--- config.mk ---
export PLATFORM = sky130hd
export DESIGN_NAME = dual_dac_cmd
export DESIGN_NICKNAME = d
export VERILOG_FILES = /design/src/rtl/dual_dac_pkg.sv /design/src/rtl/dual_dac_sync.sv /design/src/rtl/dual_dac_shift.sv /design/src/rtl/dual_dac_decode.sv /design/src/rtl/dual_dac_chan.sv /design/src/rtl/dual_dac_cmd.sv
export SDC_FILE = /design/constraint.sdc
export NUM_CORES = 1
export LEC_CHECK = 0
export BUFFER_PORTS_ARGS = -buffer_cell sky130_fd_sc_hd__buf_2
export CAP_MARGIN = 10
export CORE_MARGIN = 8
export CORE_UTILIZATION = 50
export DETAILED_ROUTE_END_ITERATION = 8
export HOLD_SLACK_MARGIN = 0.15
export PLACE_DENSITY = 0.78
export RECOVER_POWER = 100
export SLEW_MARGIN = 20
export SYNTH_ARGS = -nofsm -noshare
export SYNTH_HDL_FRONTEND = slang
export SYNTH_SLANG_ARGS = --single-unit
export TNS_END_PERCENT = 1
--- constraint.sdc ---
create_clock -name clk -period 2.6 [get_ports clk]
set_clock_uncertainty 0.05 [all_clocks]
set_input_delay 0.52 -clock clk [delete_from_list [all_inputs] [get_ports clk]]
set_output_delay 0.52 -clock clk [all_outputs]
set_load 0.05 [all_outputs]
--- src/rtl/dual_dac_pkg.sv ---
package dual_dac_pkg;
  localparam int OP_W  = 3;
  localparam int SUB_W = 3;
  localparam int NCH   = 2;

  localparam logic [2:0] OP_EXT      = 3'b000;
  localparam logic [2:0] OP_LD_A     = 3'b001;
  localparam logic [2:0] OP_LD_A_UPD = 3'b010;
  localparam logic [2:0] OP_LD_ALL   = 3'b011;
  localparam logic [2:0] OP_UPD_ALL  = 3'b100;
  localparam logic [2:0] OP_LD_B     = 3'b101;
  localparam logic [2:0] OP_LD_B_UPD = 3'b110;
  localparam logic [2:0] OP_SHDN     = 3'b111;

  localparam logic [2:0] EX_UPD_A  = 3'b001;
  localparam logic [2:0] EX_FULLPD = 3'b011;
  localparam logic [2:0] EX_EDGE   = 3'b100;
  localparam logic [2:0] EX_UPD_B  = 3'b101;
  localparam logic [2:0] EX_SD_A   = 3'b110;
  localparam logic [2:0] EX_SD_B   = 3'b111;

  typedef struct packed {
    logic [NCH-1:0] ld_in;
    logic [NCH-1:0] upd;
    logic [NCH-1:0] sd_wr;
    logic [NCH-1:0] sd_val;
    logic           pd_set;
    logic           edge_wr;
    logic           edge_val;
  } cmd_t;
endpackage

--- src/rtl/dual_dac_sync.sv ---
module dual_dac_sync #(
  parameter int STAGES = 2
) (
  input  logic clk,
  input  logic rst,
  input  logic cs_n,
  input  logic sclk,
  input  logic din,
  output logic cs_hi,
  output logic cs_rise,
  output logic sclk_rise,
  output logic sclk_fall,
  output logic din_s
);
  logic [STAGES-1:0] cs_p, ck_p, d_p;
  logic cs_q, ck_q;

  always_ff @(posedge clk) begin
    if (rst) begin
      cs_p <= '1;
      ck_p <= '0;
      d_p  <= '0;
      cs_q <= 1'b1;
      ck_q <= 1'b0;
    end else begin
      cs_p <= {cs_p[STAGES-2:0], cs_n};
      ck_p <= {ck_p[STAGES-2:0], sclk};
      d_p  <= {d_p[STAGES-2:0], din};
      cs_q <= cs_p[STAGES-1];
      ck_q <= ck_p[STAGES-1];
    end
  end

  assign cs_hi     = cs_p[STAGES-1];
  assign cs_rise   = cs_p[STAGES-1] & ~cs_q;
  assign sclk_rise = ck_p[STAGES-1] & ~ck_q;
  assign sclk_fall = ~ck_p[STAGES-1] & ck_q;
  assign din_s     = d_p[STAGES-1];
endmodule

--- src/rtl/dual_dac_shift.sv ---
module dual_dac_shift #(
  parameter int WORD_W = 16
) (
  input  logic              clk,
  input  logic              rst,
  input  logic              cs_hi,
  input  logic              cs_rise,
  input  logic              sclk_rise,
  input  logic              sclk_fall,
  input  logic              din_s,
  input  logic              mode_rise,
  output logic [WORD_W-1:0] word,
  output logic              frame_ok,
  output logic              dout
);
  localparam int CNT_W = $clog2(WORD_W + 2);
  localparam logic [CNT_W-1:0] FULL = CNT_W'(WORD_W);
  localparam logic [CNT_W-1:0] SAT  = CNT_W'(WORD_W + 1);

  logic [WORD_W-1:0] sh;
  logic [CNT_W-1:0]  cnt;
  logic              pend;

  always_ff @(posedge clk) begin
    if (rst) begin
      sh   <= '0;
      cnt  <= '0;
      pend <= 1'b0;
      dout <= 1'b0;
    end else if (cs_hi) begin
      cnt <= '0;
    end else if (sclk_rise) begin
      sh   <= {sh[WORD_W-2:0], din_s};
      pend <= sh[WORD_W-1];
      if (cnt != SAT) cnt <= cnt + 1'b1;
      if (mode_rise) dout <= sh[WORD_W-1];
    end else if (sclk_fall && !mode_rise) begin
      dout <= pend;
    end
  end

  assign word     = sh;
  assign frame_ok = cs_rise && (cnt == FULL);
endmodule

--- src/rtl/dual_dac_decode.sv ---
module dual_dac_decode
  import dual_dac_pkg::*;
#(
  parameter int DATA_W = 10,
  localparam int WORD_W = OP_W + DATA_W + SUB_W
) (
  input  logic [WORD_W-1:0] word,
  output logic [DATA_W-1:0] data,
  output cmd_t              cmd
);
  logic [OP_W-1:0] op;
  logic [2:0]      ext;
  logic            p_hi, p_lo, b6, b5;
  logic            unused_sub;

  assign op   = word[WORD_W-1 -: OP_W];
  assign data = word[SUB_W +: DATA_W];
  assign ext  = data[DATA_W-1 -: 3];
  assign p_hi = data[DATA_W-1];
  assign p_lo = data[DATA_W-2];
  assign b6   = data[DATA_W-4];
  assign b5   = data[DATA_W-5];
  assign unused_sub = ^word[SUB_W-1:0];

  always_comb begin
    cmd = '0;
    unique case (op)
      OP_LD_A:     cmd.ld_in = 2'b01;
      OP_LD_B:     cmd.ld_in = 2'b10;
      OP_LD_A_UPD: begin cmd.ld_in = 2'b01; cmd.upd = 2'b11; end
      OP_LD_B_UPD: begin cmd.ld_in = 2'b10; cmd.upd = 2'b11; end
      OP_LD_ALL:   begin cmd.ld_in = 2'b11; cmd.upd = 2'b11; end
      OP_UPD_ALL:  cmd.upd = 2'b11;
      OP_SHDN: begin
        cmd.sd_wr  = 2'b11;
        cmd.sd_val = {p_lo, p_hi};
      end
      OP_EXT: begin
        unique case (ext)
          EX_UPD_A:  cmd.upd = 2'b01;
          EX_UPD_B:  cmd.upd = 2'b10;
          EX_FULLPD: begin
            cmd.pd_set = 1'b1;
            cmd.sd_wr  = 2'b11;
            cmd.sd_val = {b5, b6};
          end
          EX_SD_A:   begin cmd.sd_wr = 2'b01; cmd.sd_val = {1'b0, b6}; end
          EX_SD_B:   begin cmd.sd_wr = 2'b10; cmd.sd_val = {b6, 1'b0}; end
          EX_EDGE:   begin cmd.edge_wr = 1'b1; cmd.edge_val = b6; end
          default:   cmd = '0;
        endcase
      end
      default: cmd = '0;
    endcase
  end
endmodule

--- src/rtl/dual_dac_chan.sv ---
module dual_dac_chan #(
  parameter int DATA_W = 10
) (
  input  logic              clk,
  input  logic              rst,
  input  logic              commit,
  input  logic              ld,
  input  logic              upd,
  input  logic              sd_wr,
  input  logic              sd_val,
  input  logic [DATA_W-1:0] data,
  output logic [DATA_W-1:0] dac,
  output logic              sd
);
  logic [DATA_W-1:0] in_r, in_nx;

  assign in_nx = ld ? data : in_r;

  always_ff @(posedge clk) begin
    if (rst) begin
      in_r <= '0;
      dac  <= '0;
      sd   <= 1'b0;
    end else if (commit) begin
      if (ld)    in_r <= data;
      if (upd)   dac  <= in_nx;
      if (sd_wr) sd   <= sd_val;
      else if (upd) sd <= 1'b0;
    end
  end
endmodule

--- src/rtl/dual_dac_cmd.sv ---
module dual_dac_cmd
  import dual_dac_pkg::*;
#(
  parameter int DATA_W      = 10,
  parameter int SYNC_STAGES = 2
) (
  input  logic              clk,
  input  logic              rst,
  input  logic              cs_n,
  input  logic              sclk,
  input  logic              din,
  output logic              dout,
  output logic [DATA_W-1:0] dac_a,
  output logic [DATA_W-1:0] dac_b,
  output logic              shdn_a,
  output logic              shdn_b,
  output logic              bias_off,
  output logic              dout_on_rise
);
  localparam int WORD_W = OP_W + DATA_W + SUB_W;

  logic              cs_hi_s, cs_rise_s, ck_rise_s, ck_fall_s, din_s;
  logic [WORD_W-1:0] shreg;
  logic              frame_ok;
  logic [DATA_W-1:0] data;
  cmd_t              cmd;
  logic [DATA_W-1:0] dac_v [NCH];
  logic [NCH-1:0]    sd_v;

  dual_dac_sync #(.STAGES(SYNC_STAGES)) u_sync (
    .clk(clk), .rst(rst), .cs_n(cs_n), .sclk(sclk), .din(din),
    .cs_hi(cs_hi_s), .cs_rise(cs_rise_s), .sclk_rise(ck_rise_s),
    .sclk_fall(ck_fall_s), .din_s(din_s)
  );

  dual_dac_shift #(.WORD_W(WORD_W)) u_shift (
    .clk(clk), .rst(rst), .cs_hi(cs_hi_s), .cs_rise(cs_rise_s),
    .sclk_rise(ck_rise_s), .sclk_fall(ck_fall_s), .din_s(din_s),
    .mode_rise(dout_on_rise), .word(shreg), .frame_ok(frame_ok), .dout(dout)
  );

  dual_dac_decode #(.DATA_W(DATA_W)) u_dec (
    .word(shreg), .data(data), .cmd(cmd)
  );

  for (genvar c = 0; c < NCH; c++) begin : g_ch
    dual_dac_chan #(.DATA_W(DATA_W)) u_ch (
      .clk(clk), .rst(rst), .commit(frame_ok),
      .ld(cmd.ld_in[c]), .upd(cmd.upd[c]),
      .sd_wr(cmd.sd_wr[c]), .sd_val(cmd.sd_val[c]),
      .data(data), .dac(dac_v[c]), .sd(sd_v[c])
    );
  end

  always_ff @(posedge clk) begin
    if (rst) begin
      bias_off     <= 1'b0;
      dout_on_rise <= 1'b0;
    end else if (frame_ok) begin
      if (cmd.pd_set)   bias_off <= 1'b1;
      else if (|cmd.upd) bias_off <= 1'b0;
      if (cmd.edge_wr)  dout_on_rise <= cmd.edge_val;
    end
  end

  assign dac_a  = dac_v[0];
  assign dac_b  = dac_v[1];
  assign shdn_a = sd_v[0];
  assign shdn_b = sd_v[1];
endmodule

Word-level counts from Yosys, hierarchy flattened

Index checks and enable logic that the tools add are counted.

Input bits: 5
Output and inout bits: 25
Logic and storage cells: 82
Register bits: 75

Add/sub/neg operators: 1
Mux-type cells: 19
Reduce and logical (&&, ||, !) cells: 22
Eq/ne operators: 16
Bitwise logic cells: 7

Operator list:

| operator                                                              | number |
|---|---|
| 3-bit equality test, second input constant                            | 8 |
| 10-bit 2-to-1 mux                                                     | 2 |
| 2-bit AND reduction                                                   | 8 |
| 4-bit case mux with 3 select lines                                    | 1 |
| 1-bit 2-to-1 mux                                                      | 10 |
| 3-bit by 2-bit equality test with 1-bit output, second input constant | 3 |
| 2-bit case mux with 2 select lines                                    | 2 |
| 4-bit case mux with 2 select lines                                    | 1 |
| 2-bit nonzero test                                                    | 4 |
| 2-bit OR reduction                                                    | 4 |
| 3-bit by 1-bit equality test with 1-bit output, second input constant | 2 |
| 2-bit case mux with 3 select lines                                    | 1 |
| 5-bit by 1-bit adder with 5-bit output, second input constant         | 1 |
| 5-bit equality test, second input constant                            | 1 |
| 5-bit != test, second input constant                                  | 1 |
| 1-bit inverter                                                        | 4 |
| 4-bit OR reduction                                                    | 1 |
| 1-bit bitwise AND                                                     | 3 |
| 3-bit logical NOT                                                     | 1 |
| 3-bit 2-to-1 mux                                                      | 1 |
| 3-bit AND reduction                                                   | 1 |
| 1-bit logical AND                                                     | 2 |
| 2-bit 2-to-1 mux                                                      | 1 |
| 2-bit != test, second input constant                                  | 1 |
| 1-bit logical NOT                                                     | 1 |

Longest topological paths before layout

Word-level depth: 6
Mapped depth: 8
Mapped depth without buffers: 6

Cells and area by module

A second synthesis with hierarchy kept.

Cells, all modules: 378
Area, all modules: 3505.9 um^2

Modules (own cells, without submodules):

| module          | times used | area an instance (um^2) | cells each | sequential area each (um^2) |
|---|---|---|---|---|
| dual_dac_chan   | 2          | 983.4                   | 96         | 420.4 |
| dual_dac_shift  | 1          | 940.9                   | 116        | 460.4 |
| dual_dac_decode | 1          | 285.3                   | 43         | 0.0 |
| dual_dac_sync   | 1          | 229.0                   | 19         | 160.2 |
| dual_dac_cmd    | 1          | 83.8                    | 8          | 40.0 |

Worst setup path before layout

Ideal clock, no wire load.

Path kind: register to register
From: register u_shift.cnt[2]
To: register g_ch[0].u_ch.sd
Buffers on the path: 1
Required time: 2.429 ns
Stages on the path, launching flop included: 6
Slack: 0.753 ns
Clock period less this slack: 1.847 ns
Data arrival time: 1.676 ns
Setup time: 0.121 ns
Cell sequence: dfxtp_1 or3b_4 or3_1 buf_2 a21oi_1 mux2_2

Cells in the longest elaborated chain, start to end: 3

RTL lines:

| what                          | RTL line             | source |
|---|---|---|
| start: declaration            | dual_dac_shift.sv:21 | `logic [CNT_W-1:0] cnt;` |
| start signal: assignment      | dual_dac_shift.sv:35 | `if (cnt != SAT) cnt <= cnt + 1'b1;` |
| 5-bit equality test           | dual_dac_shift.sv:43 | `assign frame_ok = cs_rise && (cnt == FULL);` |
| 1-bit logical AND             | dual_dac_shift.sv:43 |  |
| 2-bit AND reduction (no line) | n/a                  |  |
| end signal: assignment        | dual_dac_chan.sv:27  | `if (sd_wr) sd <= sd_val;` |
| end: declaration              | dual_dac_chan.sv:13  | `output logic sd` |

No other way between the ends.
A chain may end at the register's enable or synchronous reset.

Final worst setup path

From: register u_shift.sh[10], in the netlist u_shift.word[10]
To: register g_ch[1].u_ch.dac[1]

Cells in the longest elaborated chain, start to end: 4
Elaborated cells between the ends (all ways): 5
Classes of those cells: 2 x eq/ne; 2 x mux; 1 x reduce/logical

RTL lines:

| what                                                                                         | RTL line              | source |
|---|---|---|
| start: declaration                                                                           | dual_dac_shift.sv:20  | `logic [WORD_W-1:0] sh;` |
| start signal: assignment                                                                     | dual_dac_shift.sv:33  | `sh <= {sh[WORD_W-2:0], din_s};` |
| 3-bit equality test / 3-bit by 1-bit equality test with 1-bit output (equally long branches) | dual_dac_decode.sv:39 | `unique case (ext)` |
| 2-bit case mux with 2 select lines *                                                         | dual_dac_decode.sv:39 |  |
| 2-bit case mux with 2 select lines *                                                         | dual_dac_decode.sv:27 | `unique case (op)` |
| 2-bit AND reduction (no line) *                                                              | n/a                   |  |
| end signal: assignment                                                                       | dual_dac_chan.sv:26   | `if (upd) dac <= in_nx;` |
| end: declaration                                                                             | dual_dac_chan.sv:12   | `output logic [DATA_W-1:0] dac,` |

Mark *: on every way between the ends. The rest lies on a longest branch, timed or not.

==> out/summary.txt <==
Hold-fix buffer count after cts: 0
Detailed router's first-iteration violation count: 208
Final setup TNS: 0 ns
Highest routed metal layer: met4
Final weighted congestion in routability-driven placement: 0.8138
Worst hold path class: primary input to register
Yosys warnings: 0
Post-layout minimum cycle time: 2.226 ns
Max Transition Viols Final: 0
Boundary Pins: 30
Die Width: 95.68 um
Die area: 0.009155 sq mm
Internal: 0.001633 W
Synth Cell Area: 0.003174 sq mm
First-pass GRT wire length: 11.61 mm
Number of failing hold endpoints at the final stage: 0
Final setup violation count: 0
Post-route DRC violation count: 0
Count of antenna diodes in the layout: 0
Average size of a mapped cell: 8.398 sq um
Period Utilization, post-route: 0.8562
Number of gates given a new drive strength after cts: 0
Synth top area cells: sky130_fd_sc_hd__dfxtp_1, sky130_fd_sc_hd__a21oi_1, sky130_fd_sc_hd__nand2_1
Origin of the worst min-delay path: cs_n
Post-CTS repair timing setup buffer count: 0
Unique masters post-synth: 41
Number of enable-type register cells in the synthesized netlist: 0
Maximum number of pins on one net before global-route repair: 40
Gate count after technology mapping: 378
Fraction of power consumed by sequential logic: 0.552
Area used by sequential logic in the layout: 0.001501 sq mm
Fmax: 449.2 MHz
Vias per cell: 5.663
Area growth, synth to finish: 10.88%
Endpoint type of the worst setup path: register
Most frequently used cell type in the post-synthesis netlist: sky130_fd_sc_hd__dfxtp_1
Met3 routed wirelength: 421 um
Setup repair after global routing missed its margin: false
Total power density per cell area: 594.6 mW/mm^2
Slew at the pin closest to its max-slew limit: 1.482 ns
Portion of total power attributed to the clock network: 0.431
Critical path data required time: 2.74 ns
Type of the worst setup path: register to register
Total clock sinks: 75
Max Fanout on Critical Path: 13
IO buf count: 29
Net Sw Frac: 0.2197
Area share of the leading cell type in the synthesized netlist: 0.4730
CP Launch Point: u_shift.word[10]
WL/cell: 14.59 um
Cell taking the most area after synthesis: sky130_fd_sc_hd__dfxtp_1
Number of optimization iterations in the first detailed-route pass: 4
End of the critical path: g_ch[1].u_ch.dac[1]
Effective utilization at floorplan: 0.5086
Total placed cells including tap cells: 459
Most frequently used flop master after synthesis: sky130_fd_sc_hd__dfxtp_1
Overall via count from detail_route: 2690
Total chip power: 0.002093 W
Number of violations of the max-capacitance limit: 0
Detailed route wirelength on metal2: 3.243 mm
Root Driver: sky130_fd_sc_hd__clkbuf_8
Run status: finished, final reports clean
Total overflow reported by the global router: 0
Clock network latency to the later pin of the worst-skew pair: 0.34 ns
Fraction of the yosys area taken by sequential cells: 0.4730
Net switching power of the design: 0.0004597 W
Initial antenna violation count: 0
Worst reg2reg startpoint: u_shift.word[10]
Register-to-register path setup slack: 0.37 ns
Fillers: 579
Non-Filler Cell Area, Final: 0.003520 sq mm
Placeable core area: 0.006241 sq mm
Cell Area, Placed: 0.003359 sq mm
Final #Nets: 401
FF+latch count, synth: 75
Clock Pin Slew Worst Setup and Hold Paths: 0.08 ns
Startpoint Class: register
Via count of the first global-routing pass: 2438
H-tree depth reported by CTS: 3
Buffers from clock root to sink, at most: 2
Number of antenna-violating nets in the routed design: 0
Data arrival time of the worst path: 2.37 ns
LEAKAGE: 1.183 nW
Commonest cells in the synthesized netlist: sky130_fd_sc_hd__dfxtp_1, sky130_fd_sc_hd__nand2_1, sky130_fd_sc_hd__a21oi_1
Proportion of layout cells with a drive suffix above 1: 0.09548
Worst reg2reg path endpoint: g_ch[1].u_ch.dac[1]
Wire length reported by the detailed router: 6.928 mm
Cell depth of the worst flop-to-flop path: 4
Post-synth ARST share: 0
Synthesized netlist net count: 386
Die outline height: 95.68 um
Placed wire-length estimate: 4.575 mm
Finished Layout Cells: 475
Clock tree from TritonCTS: done
Count of standard-cell rows: 29
Share of total power in combinational logic: 0.017
Number of buffers added by the clock tree synthesis step: 9
Overall routing resource usage: 0.1601
Area of the multi-input gates: 0.001504 sq mm
Slew Limit Headroom: 0.01205
Detailed-route wire length on metal 1: 3.135 mm
IR drop worst, VDD: 0.3776 mV
## kinds of logic after synthesis
| kind of cell | share of synthesized area |
|---|---|
| compound gates | 0.2270 |
| xor+xnor | 0.01380 |
| fa+ha+maj | 0.01183 |
| buf+inv | 0.05124 |
| flops | 0.4730 |
| mux | 0.04178 |
| simple gates | 0.1813 |
## critical path: stages (launching register included)
cell and delay [ns]:
sky130_fd_sc_hd__dfxtp_1 0.59, sky130_fd_sc_hd__nor2b_1 0.33, sky130_fd_sc_hd__a211o_1 0.41, sky130_fd_sc_hd__and2_0 0.53, sky130_fd_sc_hd__a311oi_1 0.17
## state kept, by name (all words and copies together), names as in the netlist, 2 cells and up
register and flops:
g_ch.u_ch.dac 20, g_ch.u_ch.in_r 20, g_ch.u_ch.sd 2, u_shift.cnt 5
u_shift.word 16, u_sync.ck_p 2, u_sync.cs_p 2, u_sync.d_p 2
## area by class of cell
type | count | share of cell area
clock inverter | 6 | 0.01849
timing repair buffer | 39 | 0.05688
multi-input combinational | 264 | 0.4273
sequential | 75 | 0.4266
clock buffer | 10 | 0.03910
inverter | 4 | 0.004266
tap | 77 | 0.02737
## cells in the final DEF (no fill, tap or decap), types with 4 or more instances in the layout
cell type / netlist / final
sky130_fd_sc_hd__dfxtp_1: 75 / 75
sky130_fd_sc_hd__nand2_1: 68 / 68
sky130_fd_sc_hd__a21oi_1: 66 / 66
sky130_fd_sc_hd__clkbuf_1: 24 / 26
sky130_fd_sc_hd__o21ai_0: 21 / 22
sky130_fd_sc_hd__a211oi_1: 12 / 12
sky130_fd_sc_hd__nor2b_1: 11 / 11
sky130_fd_sc_hd__nor2_1: 11 / 11
sky130_fd_sc_hd__mux2i_1: 11 / 11
sky130_fd_sc_hd__nand3_1: 10 / 10
sky130_fd_sc_hd__a311oi_1: 10 / 10
sky130_fd_sc_hd__clkbuf_8: 0 / 10
sky130_fd_sc_hd__buf_4: 1 / 9
sky130_fd_sc_hd__inv_1: 4 / 4
sky130_fd_sc_hd__or2_2: 4 / 4
## routing by layer
layer	vias to the layer above	track usage
met5	-	0
met4	0	0.07298
met3	12	0.03465
met2	73	0.2509
met1	1254	0.2060
li1	1351	-
## worst min path at each step
stage	to	cells past startpoint
global placement	u_sync.cs_p[1]	1
floorplan	u_sync.cs_p[1]	1
detailed placement	u_sync.cs_p[1]	1
CTS	u_sync.cs_p[0]	2
finish	u_sync.cs_p[0]	2
global route	u_sync.cs_p[0]	2
## through the flow
step / utilization / hold slack, ns / setup slack [ns]
floorplan: - / 0.3395 / 0.7528
global placement: 0.5383 / 0.3459 / 0.5627
detailed placement: 0.5383 / 0.3475 / 0.5220
CTS: 0.5708 / 0.3008 / 0.5122
global route: 0.5640 / 0.2963 / 0.2176
finish: 0.5640 / 0.3100 / 0.3738
## power groups by stage
stage / Clock (W) / Sequential [W] / Combinational, W
2_1_floorplan: 0 / 0.00118 / 0.0000255
3_3_place_gp: 0 / 0.00118 / 0.0000347
3_5_place_dp: 0 / 0.00118 / 0.0000353
4_1_cts: 0.000912 / 0.00116 / 0.0000354
5_1_grt: 0.000963 / 0.00116 / 0.0000385
6_report: 0.000902 / 0.00116 / 0.0000352
Power figures use the tool's default switching activity.
